File: src/rtl/i2c_errmon_pkg.sv
// Package: shared flag indices and counts for the I2C error monitor.
// Assumes: two error flags; the index order sets the bit order of the flag vector.
package i2c_errmon_pkg;

    localparam int unsigned NUM_FLAGS = 2;

    typedef enum logic [0:0] {
        FLG_ARB  = 1'b0,
        FLG_NACK = 1'b1
    } flag_idx_e;

    typedef logic [NUM_FLAGS-1:0] flag_vec_t;

endpackage

File: src/rtl/i2c_errmon_cond_detect.sv
// Module: bus event detector. It keeps the previous SCL/SDA samples and
// reports an SCL rising edge and the bus START and STOP conditions.
// Assumes: the inputs are already filtered and synchronous to clk.
// The history registers reset to IDLE_LVL, the idle bus level.
module i2c_errmon_cond_detect #(
    parameter logic IDLE_LVL = 1'b1
) (
    input  logic clk,
    input  logic rst_n,
    input  logic scl_in,
    input  logic sda_in,
    output logic scl_rise,
    output logic start_seen,
    output logic stop_seen
);

    logic scl_q;
    logic sda_q;

    // Purpose: store the previous bus sample.
    always_ff @(posedge clk) begin
        if (!rst_n) begin
            scl_q <= IDLE_LVL;
            sda_q <= IDLE_LVL;
        end else begin
            scl_q <= scl_in;
            sda_q <= sda_in;
        end
    end

    // Purpose: decode the edges from the current and previous samples.
    always_comb begin
        scl_rise   = scl_in & ~scl_q;
        start_seen = scl_in & scl_q & sda_q & ~sda_in;
        stop_seen  = scl_in & scl_q & ~sda_q & sda_in;
    end

endmodule

File: src/rtl/i2c_errmon_arb.sv
// Module: arbitration-loss detection. It flags a foreign START/STOP
// and an SDA readback mismatch at an SCL rising edge while the master
// releases SDA high.
// Assumes: gen_cond covers every cycle in which the master itself
// produces a START or STOP.
module i2c_errmon_arb (
    input  logic mst_active,
    input  logic gen_cond,
    input  logic tx_bit,
    input  logic sda_drive,
    input  logic sda_in,
    input  logic scl_rise,
    input  logic start_seen,
    input  logic stop_seen,
    output logic arb_set
);

    logic foreign_cond;
    logic readback_bad;

    // Purpose: combine both loss causes, gated by master activity.
    always_comb begin
        foreign_cond = (start_seen | stop_seen) & ~gen_cond;
        readback_bad = scl_rise & tx_bit & sda_drive & ~sda_in;
        arb_set      = mst_active & (foreign_cond | readback_bad);
    end

endmodule

File: src/rtl/i2c_errmon_ack.sv
// Module: acknowledge checking. At the SCL rising edge in the ack slot it
// compares the sampled ACK bit with the expected one. The
// ignore bit masks the result.
// Assumes: addr_byte and data_byte are not both high.
module i2c_errmon_ack (
    input  logic mst_active,
    input  logic ignore_nack,
    input  logic ack_slot,
    input  logic addr_byte,
    input  logic data_byte,
    input  logic expect_nack,
    input  logic sda_in,
    input  logic scl_rise,
    output logic nack_set
);

    logic got_nack;
    logic data_bad;
    logic addr_bad;

    // Purpose: decide whether the sampled acknowledge is the wrong one.
    always_comb begin
        got_nack = sda_in;
        data_bad = data_byte & got_nack;
        addr_bad = addr_byte & (expect_nack ? ~got_nack : got_nack);
        nack_set = mst_active & ~ignore_nack & scl_rise & ack_slot
                 & (data_bad | addr_bad);
    end

endmodule

File: src/rtl/i2c_errmon_flag.sv
// Module: one sticky flag with write-one-to-clear. A set wins over a clear
// in the same cycle.
// Assumes: clr is a one-cycle pulse from the register interface.
module i2c_errmon_flag (
    input  logic clk,
    input  logic rst_n,
    input  logic set,
    input  logic clr,
    output logic q
);

    // Purpose: hold the flag until cleared; set has priority.
    always_ff @(posedge clk) begin
        if (!rst_n) begin
            q <= 1'b0;
        end else begin
            q <= set | (q & ~clr);
        end
    end

endmodule

File: src/rtl/i2c_errmon.sv
// Module: I2C master error monitor top. It detects bus events, computes
// the error causes, holds the sticky flags and drives start_inhibit.
// Assumes: the bus inputs are filtered and synchronous. Phase indicators
// come from the master's sequencer and are stable across SCL rising edges.
module i2c_errmon
    import i2c_errmon_pkg::*;
#(
    parameter logic IDLE_LVL = 1'b1
) (
    input  logic clk,
    input  logic rst_n,
    input  logic mst_active,
    input  logic scl_in,
    input  logic sda_in,
    input  logic sda_drive,
    input  logic tx_bit,
    input  logic addr_byte,
    input  logic data_byte,
    input  logic ack_slot,
    input  logic expect_nack,
    input  logic gen_cond,
    input  logic ignore_nack,
    input  logic clr_arb,
    input  logic clr_nack,
    output logic arb_lost,
    output logic nack_err,
    output logic start_inhibit
);

    logic      scl_rise;
    logic      start_seen;
    logic      stop_seen;
    logic      arb_set;
    logic      nack_set;
    flag_vec_t set_vec;
    flag_vec_t clr_vec;
    flag_vec_t flag_vec;

    i2c_errmon_cond_detect #(.IDLE_LVL(IDLE_LVL)) u_cond (
        .clk        (clk),
        .rst_n      (rst_n),
        .scl_in     (scl_in),
        .sda_in     (sda_in),
        .scl_rise   (scl_rise),
        .start_seen (start_seen),
        .stop_seen  (stop_seen)
    );

    i2c_errmon_arb u_arb (
        .mst_active (mst_active),
        .gen_cond   (gen_cond),
        .tx_bit     (tx_bit),
        .sda_drive  (sda_drive),
        .sda_in     (sda_in),
        .scl_rise   (scl_rise),
        .start_seen (start_seen),
        .stop_seen  (stop_seen),
        .arb_set    (arb_set)
    );

    i2c_errmon_ack u_ack (
        .mst_active  (mst_active),
        .ignore_nack (ignore_nack),
        .ack_slot    (ack_slot),
        .addr_byte   (addr_byte),
        .data_byte   (data_byte),
        .expect_nack (expect_nack),
        .sda_in      (sda_in),
        .scl_rise    (scl_rise),
        .nack_set    (nack_set)
    );

    // Purpose: pack the per-flag set and clear requests by index.
    always_comb begin
        set_vec           = '0;
        clr_vec           = '0;
        set_vec[FLG_ARB]  = arb_set;
        set_vec[FLG_NACK] = nack_set;
        clr_vec[FLG_ARB]  = clr_arb;
        clr_vec[FLG_NACK] = clr_nack;
    end

    for (genvar gi = 0; gi < NUM_FLAGS; gi++) begin : g_flag
        i2c_errmon_flag u_flag (
            .clk   (clk),
            .rst_n (rst_n),
            .set   (set_vec[gi]),
            .clr   (clr_vec[gi]),
            .q     (flag_vec[gi])
        );
    end

    // Purpose: drive the flag outputs and the START block.
    always_comb begin
        arb_lost      = flag_vec[FLG_ARB];
        nack_err      = flag_vec[FLG_NACK];
        start_inhibit = |flag_vec;
    end

endmodule

File: config.mk
export PLATFORM = sky130hd
export DESIGN_NAME = i2c_errmon
export DESIGN_NICKNAME = d
export VERILOG_FILES = /design/src/rtl/i2c_errmon_pkg.sv /design/src/rtl/i2c_errmon_cond_detect.sv /design/src/rtl/i2c_errmon_arb.sv /design/src/rtl/i2c_errmon_ack.sv /design/src/rtl/i2c_errmon_flag.sv /design/src/rtl/i2c_errmon.sv
export SDC_FILE = /design/constraint.sdc
export NUM_CORES = 1
export LEC_CHECK = 0
export ABC_AREA = 1
export BUFFER_PORTS_ARGS = -buffer_cell sky130_fd_sc_hd__buf_4
export CORE_AREA = 2 2 39 41
export DETAILED_ROUTE_END_ITERATION = 10
export DIE_AREA = 0 0 41 43
export PLACE_DENSITY = 0.49
export RECOVER_POWER = 25
export SYNTH_ARGS = -nofsm -noshare
export SYNTH_HDL_FRONTEND = slang
export SYNTH_SLANG_ARGS = --single-unit
File: constraint.sdc
create_clock -name clk -period 1 [get_ports clk]
set_clock_uncertainty 0.1 [all_clocks]
set_input_delay 0.25 -clock clk [delete_from_list [all_inputs] [get_ports clk]]
set_output_delay 0.25 -clock clk [all_outputs]
set_load 0.02 [all_outputs]
==> results.rst, run 1 <==
.. list-table::
   :header-rows: 1

   * - Metric
     - Value
   * - Power consumption
     - roughly 450 µW
   * - Routability-driven placement congestion ratio
     - approximately 0.70
   * - Library cell used as clock root buffer
     - clkbuf_4
   * - Clock transition at the registers of the reported paths
     - approximately 40 ps
   * - Most used routing layer in global routing
     - met2
   * - Sequential share of power
     - 0.373
   * - Worst setup slack after placement
     - 22.69 ps
   * - Total number of vias
     - between 200 and 300
   * - Number of synthesized register bits
     - 4
   * - Syn Nets
     - between 50 and 60
   * - R2R cell count
     - 3
   * - Hold Crit Class
     - input port to register
   * - Worst supply voltage drop on vdd
     - ~0.00052 V
   * - Crit-path max cell delay
     - about 310 ps
   * - Number of buffers inserted by port buffering
     - 17
   * - CTS sink count
     - 4
   * - Number of fill cells in the layout
     - 160
   * - Initial Utilization
     - 0.1790
   * - Mean area per synthesized cell
     - 6.042 µm²
   * - Internal Pwr Total
     - 351.7 µW
   * - Depth of the critical timing path with buffers and inverters included
     - 3
   * - Number of warnings printed during yosys synthesis
     - 0
   * - Router iterations before antenna repair
     - 2
   * - Die height
     - ~43 µm
   * - Worst endpoint data arrival time
     - 760 ps
   * - Max_cap viols
     - 0
   * - Via count of the first global-routing pass
     - approximately 240
   * - Buf+Inv Stages, Crit Path
     - 2
   * - Post-route setup TNS
     - -193.2 ps
   * - Capture point of the worst reg-to-reg path
     - g_flag[0].u_flag.q
   * - Met3 capacity usage during global routing
     - 0.07330
   * - Switching part of the total
     - 0.2256
   * - CP Data Required Time
     - 650 ps
   * - Unique cell type count in the Yosys netlist
     - 13
   * - Share of synthesized area occupied by flip-flops and latches
     - 0.3232
   * - Critical Path Source
     - g_flag[0].u_flag.q
   * - Final core utilization
     - 0.3083
   * - Fraction of layout cells with a size suffix above 1
     - 0.4918
   * - Crit path setup slack, layout
     - -107.3 ps
   * - Iteration-0 DRC count of the detailed router
     - 2
   * - Unrepaired setup endpoints after global routing
     - yes
   * - Slew at the pin with the worst max-slew slack
     - between 100 and 150 ps
   * - Synth-to-layout area growth
     - 72.22%
   * - IO Pins
     - 18
   * - TritonCTS clock tree
     - done
   * - Cell type with the largest total area after synthesis
     - dfxtp_1
   * - Biggest area contributors in the synthesized netlist
     - dfxtp_1, nand2_1, inv_1
   * - Critical Path End
     - start_inhibit
   * - Maximum root-to-sink buffer count
     - 2
   * - Switching pwr
     - roughly 100 µW
   * - Hold-fix buffers, CTS
     - 0
   * - Number of nets with antenna violations after detailed routing
     - 0
   * - Fraction of power consumed by the clock network
     - 0.434
   * - Hold depth
     - 2
   * - Critical path launch point type
     - register
   * - H-tree levels
     - 1
   * - R2r setup slk
     - roughly 80 ps
   * - CP Max Fanout
     - 2
   * - Floorplan die width
     - between 40 and 50 µm
   * - Crit Path Class
     - register to primary output
   * - Largest net degree at the start of global routing
     - 5
   * - Post-CTS setup buffer count
     - 0
   * - Cts bufs inserted
     - 3
   * - Cell type group with the largest total delay on the critical path
     - flip-flops
   * - Sum of overflow across all layers after global routing
     - 0
   * - Total of endpoints with negative setup slack in the final report
     - 3
   * - Worst skew pair latency
     - around 230 ps
   * - Antenna cell count
     - 0
   * - Failing checks
     - setup timing
   * - Critical register-to-register path startpoint
     - g_flag[0].u_flag.q
   * - Leakage power figure
     - 0.0002466 µW
   * - Ordered cell list for the critical path
     - inv_2 > nand2_2 > buf_6
   * - Critical path endpoint category
     - primary output
   * - Total length of routed wires
     - roughly 530 µm
   * - Core Area
     - roughly 1400 µm²
   * - Fmax
     - ~900 MHz
   * - Count of mapped cells out of synthesis
     - 41
   * - Final clock period utilization by the worst path
     - 1.107
   * - Fraction of met2 tracks used by global routing
     - 0.1031
   * - Global-route wire length before repair
     - between 800 and 900 µm
   * - Portion of synthesized cell area occupied by the leading cell type
     - 0.3232
   * - Die area
     - 1763 µm²
   * - Met1 layer usage reported by global route
     - 0.07717
   * - Number of endpoints with negative hold slack in the final report
     - 0
   * - Final-stage net count
     - 78
   * - Shortest clock period the worst path allows after layout
     - between 1000 and 1500 ps
   * - Post-detail-place hpwl
     - approximately 470 µm
   * - Post-detailed-route wirelength per cell
     - 6.922 µm
   * - Relative slew margins
     - 0.9199
   * - Final Slew Violations
     - 0
   * - Global-route total usage across every layer
     - 0.07430
   * - Power share of the combinational group
     - 0.193
   * - Vias per Instance
     - 3.494
   * - Placement Rows
     - 14
   * - Ratio of total power to cell area
     - 1064 nW/µm²
   * - Cell at the slowest stage of the critical path
     - dfxtp_2
   * - DRC violation count after routing
     - 0
   * - Run status
     - finished, violations left
   * - Number of antenna violations at the first check in global routing
     - 0
   * - Mapped Area
     - roughly 250 µm²
## synthesized netlist by cell type, drive strengths merged
cell type and number:
a21oi 2, dfxtp 4, inv 10, nand2 19, nand3 1, nor2 2
nor3 1, or2 2
## how the worst min path moves through the flow
| stage | startpoint | end | slack (ps) |
|---|---|---|---|
| finish | rst_n | u_cond.scl_q | 100 |
| CTS | rst_n | u_cond.scl_q | 90 |
| detailed placement | rst_n | u_cond.scl_q | 350 |
| global route | rst_n | u_cond.scl_q | 110 |
| global placement | rst_n | u_cond.scl_q | 350 |
| floorplan | rst_n | u_cond.sda_q | 220 |
## logic make-up after synthesis
| kind of cell | after synthesis | share of synthesized area |
|---|---|---|
| simple gates | 25 | 0.4697 |
| buf+inv | 10 | 0.1515 |
| flops | 4 | 0.3232 |
| compound gates | 2 | 0.05554 |
## final cells by class
| cell class | instances | area (µm²) | share of cell area |
|---|---|---|---|
| multi-input cells | 27 | 132.6 | 0.3109 |
| repair buffers | 17 | 131.4 | 0.3079 |
| flip-flops and latches | 4 | 82.58 | 0.1935 |
| inverters | 10 | 37.54 | 0.08798 |
| clock buffers | 3 | 22.52 | 0.05279 |
| well taps | 16 | 20.02 | 0.04692 |
## worst register-to-register path, delay by kind of cell, from the launching register on
family | cells | cell delay (ps)
buf+inv | 1 | 40
flops | 1 | 320
simple gates | 1 | 270
compound gates | 1 | 120
## registers in the layout (all words and copies together) (netlist names)
| signal | flops |
|---|---|
| g_flag.u_flag.q | 2 |
| u_cond.scl_q | 1 |
| u_cond.sda_q | 1 |
## power groups by stage
stage / sequential [µW] / combinational [µW] / clock, µW
after global placement: 171 / 89.1 / 0
after floorplan: 173 / 33.0 / 0
after CTS: 169 / 90.2 / 207
after detailed placement: 172 / 88.4 / 0
after global routing: 170 / 98.4 / 217
final: 169 / 87.6 / 197
## layer usage
metal	wire [µm]	up-vias
li1	-	158
met1	225	101
met2	243	10
met3	64	0
met4	0	0
met5	0	-
## through the flow
step / instance area (µm²) / std cells / hold WS (ps)
floorplan: 250.2 / 41 / 218.7
global placement: 397.9 / 74 / 346.5
detailed placement: 397.9 / 74 / 345.0
CTS: 426.7 / 77 / 94.70
global route: 426.7 / 77 / 105.6
finish: 426.7 / 77 / 99.17
## timing repair
item                                    CTS  global route
gates resized for setup                   4             0
endpoints found under the setup margin    3             3
cloned                                    0             0
hold endpoints to repair                  0             0
pin swaps                                 1             1
## cell usage in the layout (no fill, tap or decap)
cell / synthesis / layout
nand2_1: 18 / 17
nor2_4: 1 / 1
buf_4: 0 / 16
nor3_2: 1 / 1
inv_2: 1 / 2
dfxtp_2: 0 / 2
a21oi_1: 1 / 1
buf_6: 0 / 1
nand3_1: 1 / 1
dfxtp_1: 4 / 2
nand2_2: 1 / 2
or2_1: 1 / 1
clkbuf_4: 0 / 3
a21oi_2: 1 / 1
nor2_1: 1 / 1
inv_1: 9 / 8
or2_2: 1 / 1
Note: power is estimated with default switching activity, not from simulation.
==> run 2: changes to the inputs <==
--- a/config.mk
+++ b/config.mk
@@ -8,6 +8,7 @@
 export ABC_AREA = 1
 export BUFFER_PORTS_ARGS = -buffer_cell sky130_fd_sc_hd__buf_4
 export CORE_AREA = 2 2 39 41
+export CTS_BUF_LIST = sky130_fd_sc_hd__clkbuf_16
 export DETAILED_ROUTE_END_ITERATION = 10
 export DIE_AREA = 0 0 41 43
 export PLACE_DENSITY = 0.49
==> results.rst, run 2 (synthesis gave the netlist of run 1 again) <==
.. list-table::
   :header-rows: 1

   * - Metric
     - Value
   * - Total of endpoints with negative setup slack in the final report
     - 3 (unchanged)
   * - Most used cells in the layout excluding fill and tap cells
     - nand2_1, buf_4, inv_1
   * - Fraction of power consumed by the clock network
     - 0.707 (+0.273)
   * - CP Max Fanout
     - 2 (unchanged)
   * - Crit Path Class
     - register to primary output
   * - Failing checks
     - setup timing
   * - Clock transition at the registers of the reported paths
     - 30 ps (about the same)
   * - Fraction of layout cells with a size suffix above 1
     - 0.4918 (unchanged)
   * - Number of nets with antenna violations after detailed routing
     - 0 (unchanged)
   * - Most frequent standard cell in the layout excluding fill and tap cells
     - nand2_1
   * - Ratio of total power to cell area
     - 1833 nW/µm² (+72%)
   * - Post-detailed-route wirelength per cell
     - 7.558 µm (+9.2%)
   * - Largest Register
     - g_flag.u_flag.q
   * - Final Slew Violations
     - 0 (unchanged)
   * - CP Data Required Time
     - 650 ps (about the same)
   * - Power consumption
     - 878.3 µW (+93%)
   * - Final-stage net count
     - 78 (unchanged)
   * - Fmax
     - 907.7 MHz (+0.51%)
   * - Crit-path max cell delay
     - 310 ps (about the same)
   * - Critical path launch point type
     - register
   * - Switching part of the total
     - 0.1705 (-0.05515)
   * - Met3 capacity usage during global routing
     - 0.08901 (+0.01571)
   * - Most used routing layer in global routing
     - met2
   * - Worst skew pair latency
     - 220 ps (about the same)
   * - Ordered cell list for the critical path
     - inv_2 > nand2_2 > buf_6
   * - Leakage power figure
     - 0.0002697 µW (+9.4%)
   * - Slew at the pin with the worst max-slew slack
     - 118.9 ps (-0.4890 ps)
   * - Routability-driven placement congestion ratio
     - 0.6974 (unchanged)
   * - TritonCTS clock tree
     - done
   * - Shortest clock period the worst path allows after layout
     - 1102 ps (-5.588 ps)
   * - Number of fill cells in the layout
     - 155 (-3.1%)
   * - Final clock period utilization by the worst path
     - 1.102 (-0.005588)
   * - Sequential share of power
     - 0.193 (-0.180)
   * - Router iterations before antenna repair
     - 2 (unchanged)
   * - Relative slew margins
     - 0.9203 (about the same)
   * - Switching pwr
     - 149.7 µW (+46%)
   * - Flip-flop count of the largest register after layout
     - 2 (unchanged)
   * - Total length of routed wires
     - 582 µm (+9.2%)
   * - H-tree levels
     - 1 (unchanged)
   * - DRC violation count after routing
     - 0 (unchanged)
   * - Cts bufs inserted
     - 3 (unchanged)
   * - Met1 layer usage reported by global route
     - 0.08065 (+0.003475)
   * - Cell at the slowest stage of the critical path
     - dfxtp_2
   * - Library cell used as clock root buffer
     - clkbuf_16
   * - Synth-to-layout area growth
     - 93.43%
   * - Die area
     - 1763 µm² (unchanged)
   * - Floorplan die width
     - 41 µm (unchanged)
   * - Critical path endpoint category
     - primary output
   * - Worst setup slack after placement
     - 22.69 ps (unchanged)
   * - Unrepaired setup endpoints after global routing
     - yes
   * - Die height
     - 43 µm (unchanged)
   * - Max_cap viols
     - 0 (unchanged)
   * - Regs by FF count
     - g_flag.u_flag.q: 2 flops, u_cond.scl_q: 1 flops, u_cond.sda_q: 1 flops
   * - Sum of overflow across all layers after global routing
     - 0 (unchanged)
   * - IO Pins
     - 18 (unchanged)
   * - Crit path setup slack, layout
     - -101.7 ps (+5.588 ps)
   * - Antenna cell count
     - 0 (unchanged)
   * - Core Area
     - 1384 µm² (unchanged)
   * - Initial Utilization
     - 0.1790 (unchanged)
   * - Hold Crit Class
     - input port to register
   * - Run status
     - finished, violations left
   * - Final core utilization
     - 0.3463 (+0.03798)
   * - Number of endpoints with negative hold slack in the final report
     - 0 (unchanged)
   * - Total number of vias
     - 271 (+0.74%)
   * - Iteration-0 DRC count of the detailed router
     - 4 (+2)
   * - Worst hold slack after final layout
     - 112.4 ps (+13.27 ps)
   * - Fraction of met2 tracks used by global routing
     - 0.1188 (+0.01563)
   * - Global-route wire length before repair
     - 903 µm (+6.5%)
   * - Number of antenna violations at the first check in global routing
     - 0 (unchanged)
   * - CTS sink count
     - 4 (unchanged)
   * - Vias per Instance
     - 3.519 (+0.74%)
   * - Maximum root-to-sink buffer count
     - 2 (unchanged)
   * - Number of buffers inserted by port buffering
     - 17 (unchanged)
   * - Worst endpoint data arrival time
     - 750 ps (about the same)
   * - Worst supply voltage drop on vdd
     - 0.0009735 V (+89%)
   * - Post-route setup TNS
     - -170.2 ps (+22.96 ps)
   * - Post-detail-place hpwl
     - 472.4 µm (unchanged)
   * - Internal Pwr Total
     - 728.6 µW (+110%)
   * - Placement Rows
     - 14 (unchanged)
   * - Power share of the combinational group
     - 0.100 (-0.093)
   * - Global-route total usage across every layer
     - 0.08342 (+0.009120)
   * - Via count of the first global-routing pass
     - 248 (+2.1%)
   * - Largest net degree at the start of global routing
     - 5 (unchanged)
run 2: cell types whose count changed in the layout (fill, tap and decap cells not counted):
cell       before  now
clkbuf_4        3    0
clkbuf_16       0    3
run 2: power by group through the flow:
stage,Combinational (µW),Sequential [µW],Clock (µW)
4_1_cts,90.3,170,632
2_1_floorplan,33.0,173,0
3_3_place_gp,89.1,171,0
3_5_place_dp,88.4,172,0
5_1_grt,98.4,170,647
6_report,88.0,170,621
run 2: repair_timing:
item                                    4_1_cts  5_1_grt
hold buffers                                  0        0
pin swaps                                     1        1
hold endpoints to repair                      0        0
endpoints found under the setup margin        3        3
resized for setup                             3        1
setup buffers                                 0        0
gates cloned                                  0        0
run 2: routing by layer:
layer  wire length (µm)  share of wire  vias to the layer above
met2                282           0.48                        9
met3                 61           0.10                        0
met5                  0              0                        -
met4                  0              0                        0
li1                   -              -                      157
met1                238           0.41                      105
run 2: path summary, 6_finish.rpt:
check                                        start                 end  slack, ps  depth (start not counted)
worst max-delay path            g_flag[0].u_flag.q       start_inhibit       -100                          3
worst min-delay path                         rst_n        u_cond.scl_q        110                          2
worst max register to register  g_flag[0].u_flag.q  g_flag[0].u_flag.q         50                          3
worst min register to register  g_flag[1].u_flag.q  g_flag[1].u_flag.q        450                          3
run 2: worst max-delay path, delay by kind of cell, from the launching register on:
kind	cells	cell delay [ps]
DFF	1	310
buffers and inverters	2	170
and+or+nand+nor	1	40
run 2: through the flow:
step / cells / cell area (µm²)
floorplan: 41 / 250.2
global placement: 74 / 397.9
detailed placement: 74 / 397.9
CTS: 77 / 479.2
global route: 77 / 479.2
finish: 77 / 479.2
run 2: final cells by class:
| class | count | area [µm²] | share of cell area |
|---|---|---|---|
| Clock buffer | 3 | 75.07 | 0.1567 |
| Inverter | 10 | 37.54 | 0.07833 |
| Multi-Input combinational cell | 27 | 132.6 | 0.2768 |
| Sequential cell | 4 | 82.58 | 0.1723 |
| Tap cell | 16 | 20.02 | 0.04178 |
| Timing Repair Buffer | 17 | 131.4 | 0.2742 |
==> run 3: changes to the inputs <==
--- a/config.mk
+++ b/config.mk
@@ -6,12 +6,13 @@
 export NUM_CORES = 1
 export LEC_CHECK = 0
 export ABC_AREA = 1
+export ABC_CLOCK_PERIOD_IN_PS = 1000
 export BUFFER_PORTS_ARGS = -buffer_cell sky130_fd_sc_hd__buf_4
 export CORE_AREA = 2 2 39 41
 export CTS_BUF_LIST = sky130_fd_sc_hd__clkbuf_16
 export DETAILED_ROUTE_END_ITERATION = 10
 export DIE_AREA = 0 0 41 43
-export PLACE_DENSITY = 0.49
+export PLACE_DENSITY = 0.4
 export RECOVER_POWER = 25
 export SYNTH_ARGS = -nofsm -noshare
 export SYNTH_HDL_FRONTEND = slang
==> results.rst, run 3 (synthesis gave the netlist of run 1 again) <==
.. list-table::
   :header-rows: 1

   * - Metric
     - Value
   * - Final std cells w/o fill
     - 78 (+1.3%)
   * - Hold Path Origin
     - rst_n
   * - Final-stage net count
     - 79 (+1.3%)
   * - Cell type group with the largest total delay on the critical path
     - flip-flops
   * - Hold Crit Class
     - input port to register
   * - Largest Register
     - g_flag.u_flag.q
   * - Ordered cell list for the critical path
     - inv_2 > nand2_2 > buf_6
   * - Leakage power figure
     - 0.0002739 µW (+1.5%)
   * - DRC violation count after routing
     - 0 (unchanged)
   * - Buf+Inv Stages, Crit Path
     - 2 (unchanged)
   * - Final Slew Violations
     - 0 (unchanged)
   * - Global-route wire length before repair
     - 972 µm (+7.6%)
   * - Number of buffers inserted by port buffering
     - 17 (unchanged)
   * - Flip-flop count of the largest register after layout
     - 2 (unchanged)
   * - Router iterations before antenna repair
     - 2 (unchanged)
   * - Critical path endpoint category
     - primary output
   * - Power share of the combinational group
     - 0.101 (about the same)
   * - Total length of routed wires
     - 600 µm (+3.1%)
   * - Number of antenna violations at the first check in global routing
     - 0 (unchanged)
   * - Cts bufs inserted
     - 3 (unchanged)
   * - Antenna cell count
     - 0 (unchanged)
   * - Hold-fix buffers, CTS
     - 0 (unchanged)
   * - Die area
     - 1763 µm² (unchanged)
   * - Fraction of power consumed by the clock network
     - 0.706 (about the same)
   * - Crit path setup slack, layout
     - -107.1 ps (-5.433 ps)
   * - Hold depth
     - 2 (unchanged)
   * - Vias per Instance
     - 3.615 (+2.7%)
   * - Die height
     - 43 µm (unchanged)
   * - Iteration-0 DRC count of the detailed router
     - 4 (unchanged)
   * - Internal Pwr Total
     - 729.1 µW (about the same)
   * - Crit Path Class
     - register to primary output
   * - Routability-driven placement congestion ratio
     - 0.6682 (-4.2%)
   * - Largest net degree at the start of global routing
     - 5 (unchanged)
   * - Switching part of the total
     - 0.1723 (+0.001813)
   * - IO Pins
     - 18 (unchanged)
   * - Maximum root-to-sink buffer count
     - 2 (unchanged)
   * - Unrepaired setup endpoints after global routing
     - yes
   * - Post-route setup TNS
     - -170.7 ps (-0.4110 ps)
   * - Total of endpoints with negative setup slack in the final report
     - 3 (unchanged)
   * - Floorplan die width
     - 41 µm (unchanged)
   * - Most used cells in the layout excluding fill and tap cells
     - nand2_1, buf_4, inv_1
   * - R2r setup slk
     - 30 ps (-20 ps)
   * - Worst endpoint data arrival time
     - 760 ps (about the same)
   * - Worst supply voltage drop on vdd
     - 0.001553 V (+60%)
   * - Capture point of the worst reg-to-reg path
     - g_flag[1].u_flag.q
   * - Final core utilization
     - 0.3517 (+0.005425)
   * - Worst hold slack after final layout
     - 119.7 ps (+7.247 ps)
   * - Number of fill cells in the layout
     - 149 (-3.9%)
   * - Number of endpoints with negative hold slack in the final report
     - 0 (unchanged)
   * - Relative slew margins
     - 0.9198 (about the same)
   * - Library cell used as clock root buffer
     - clkbuf_16
   * - Worst setup slack after placement
     - 18.06 ps (-4.635 ps)
   * - Max_cap viols
     - 0 (unchanged)
   * - Fraction of layout cells with a size suffix above 1
     - 0.5000 (+0.008197)
   * - Sink of the worst hold path
     - u_cond.scl_q
   * - Sum of overflow across all layers after global routing
     - 0 (unchanged)
   * - CP Data Required Time
     - 650 ps (about the same)
   * - Via count of the first global-routing pass
     - 271 (+9.3%)
   * - Crit-path max cell delay
     - 310 ps (about the same)
   * - Placement Rows
     - 14 (unchanged)
   * - Critical path launch point type
     - register
   * - H-tree levels
     - 1 (unchanged)
   * - Failing checks
     - setup timing
   * - Synth-to-layout area growth
     - 96.46%
   * - CP Max Fanout
     - 2 (unchanged)
   * - Switching pwr
     - 151.7 µW (+1.4%)
   * - Global-route total usage across every layer
     - 0.08626 (+0.002842)
   * - Cell at the slowest stage of the critical path
     - dfxtp_2
   * - Clock transition at the registers of the reported paths
     - 30 ps (about the same)
   * - Run status
     - finished, violations left
   * - Regs by FF count
     - g_flag.u_flag.q: 2 flops, u_cond.scl_q: 1 flops, u_cond.sda_q: 1 flops
   * - DP Cell Count
     - 74 (unchanged)
   * - Sequential share of power
     - 0.193 (about the same)
   * - Post-detailed-route wirelength per cell
     - 7.692 µm (+1.8%)
   * - TritonCTS clock tree
     - done
   * - Core Area
     - 1384 µm² (unchanged)
   * - Initial Utilization
     - 0.1790 (unchanged)
   * - CTS sink count
     - 4 (unchanged)
   * - Fmax
     - 903.2 MHz (-0.49%)
   * - R2R cell count
     - 4 (+1)
   * - Depth of the critical timing path with buffers and inverters included
     - 3 (unchanged)
   * - Post-detail-place hpwl
     - 482.4 µm (+2.1%)
   * - Shortest clock period the worst path allows after layout
     - 1107 ps (+5.433 ps)
   * - Number of nets with antenna violations after detailed routing
     - 0 (unchanged)
   * - Critical register-to-register path startpoint
     - g_flag[1].u_flag.q
   * - Ratio of total power to cell area
     - 1810 nW/µm² (-1.3%)
   * - Final clock period utilization by the worst path
     - 1.107 (+0.005433)
   * - Worst skew pair latency
     - 220 ps (about the same)
   * - Slew at the pin with the worst max-slew slack
     - 119.6 ps (+0.6567 ps)
   * - Total number of vias
     - 282 (+4.1%)
-- run 3: cell types whose count changed in the layout (fill, tap and decap cells not counted), sizes merged --
cell  previous run  this run
buf             17        18
-- run 3: worst max-delay path by stage --
stage,start,slack [ps],end
2_1_floorplan,g_flag[0].u_flag.q,20,g_flag[0].u_flag.q
3_3_place_gp,gen_cond,20,g_flag[0].u_flag.q
3_5_place_dp,gen_cond,20,g_flag[0].u_flag.q
4_1_cts,g_flag[0].u_flag.q,-110,start_inhibit
5_1_grt,g_flag[1].u_flag.q,-130,start_inhibit
6_report,g_flag[0].u_flag.q,-110,start_inhibit
-- run 3: layout make-up --
| cell class | instances | area (µm²) | share of cell area |
|---|---|---|---|
| flip-flops and latches | 4 | 82.58 | 0.1697 |
| well taps | 16 | 20.02 | 0.04113 |
| multi-input cells | 27 | 132.6 | 0.2725 |
| clock buffers | 3 | 75.07 | 0.1542 |
| repair buffers | 18 | 138.9 | 0.2853 |
| inverters | 10 | 37.54 | 0.07712 |
-- run 3: stage by stage --
| step | cell area (µm²) | power, µW |
|---|---|---|
| after floorplan | 250.2 | 205.7 |
| after global placement | 397.9 | 261.3 |
| after detailed placement | 397.9 | 260.5 |
| after CTS | 479.2 | 889.3 |
| after global routing | 486.7 | 913.3 |
| final | 486.7 | 880.8 |
-- run 3: repair_timing --
item	CTS	global route
pin swaps	1	1
setup endpoints to repair	3	3
resized for setup	4	0
cloned	0	0
buffers inserted	0	1
-- run 3: layer usage --
metal / vias to the layer above / routed length, µm / global-route usage
met5: - / 0 / 0
met4: 0 / 0 / 0.02000
met3: 0 / 46 / 0.07853
met2: 9 / 304 / 0.1344
met1: 114 / 250 / 0.08013
li1: 159 / - / -
-- run 3: power by group through the flow --
| stage | sequential, µW | combinational (µW) | clock, µW |
|---|---|---|---|
| floorplan | 173 | 33.0 | 0 |
| global placement | 172 | 89.6 | 0 |
| detailed placement | 172 | 88.9 | 0 |
| CTS | 170 | 90.9 | 629 |
| global route | 170 | 100 | 643 |
| finish | 170 | 89.0 | 622 |
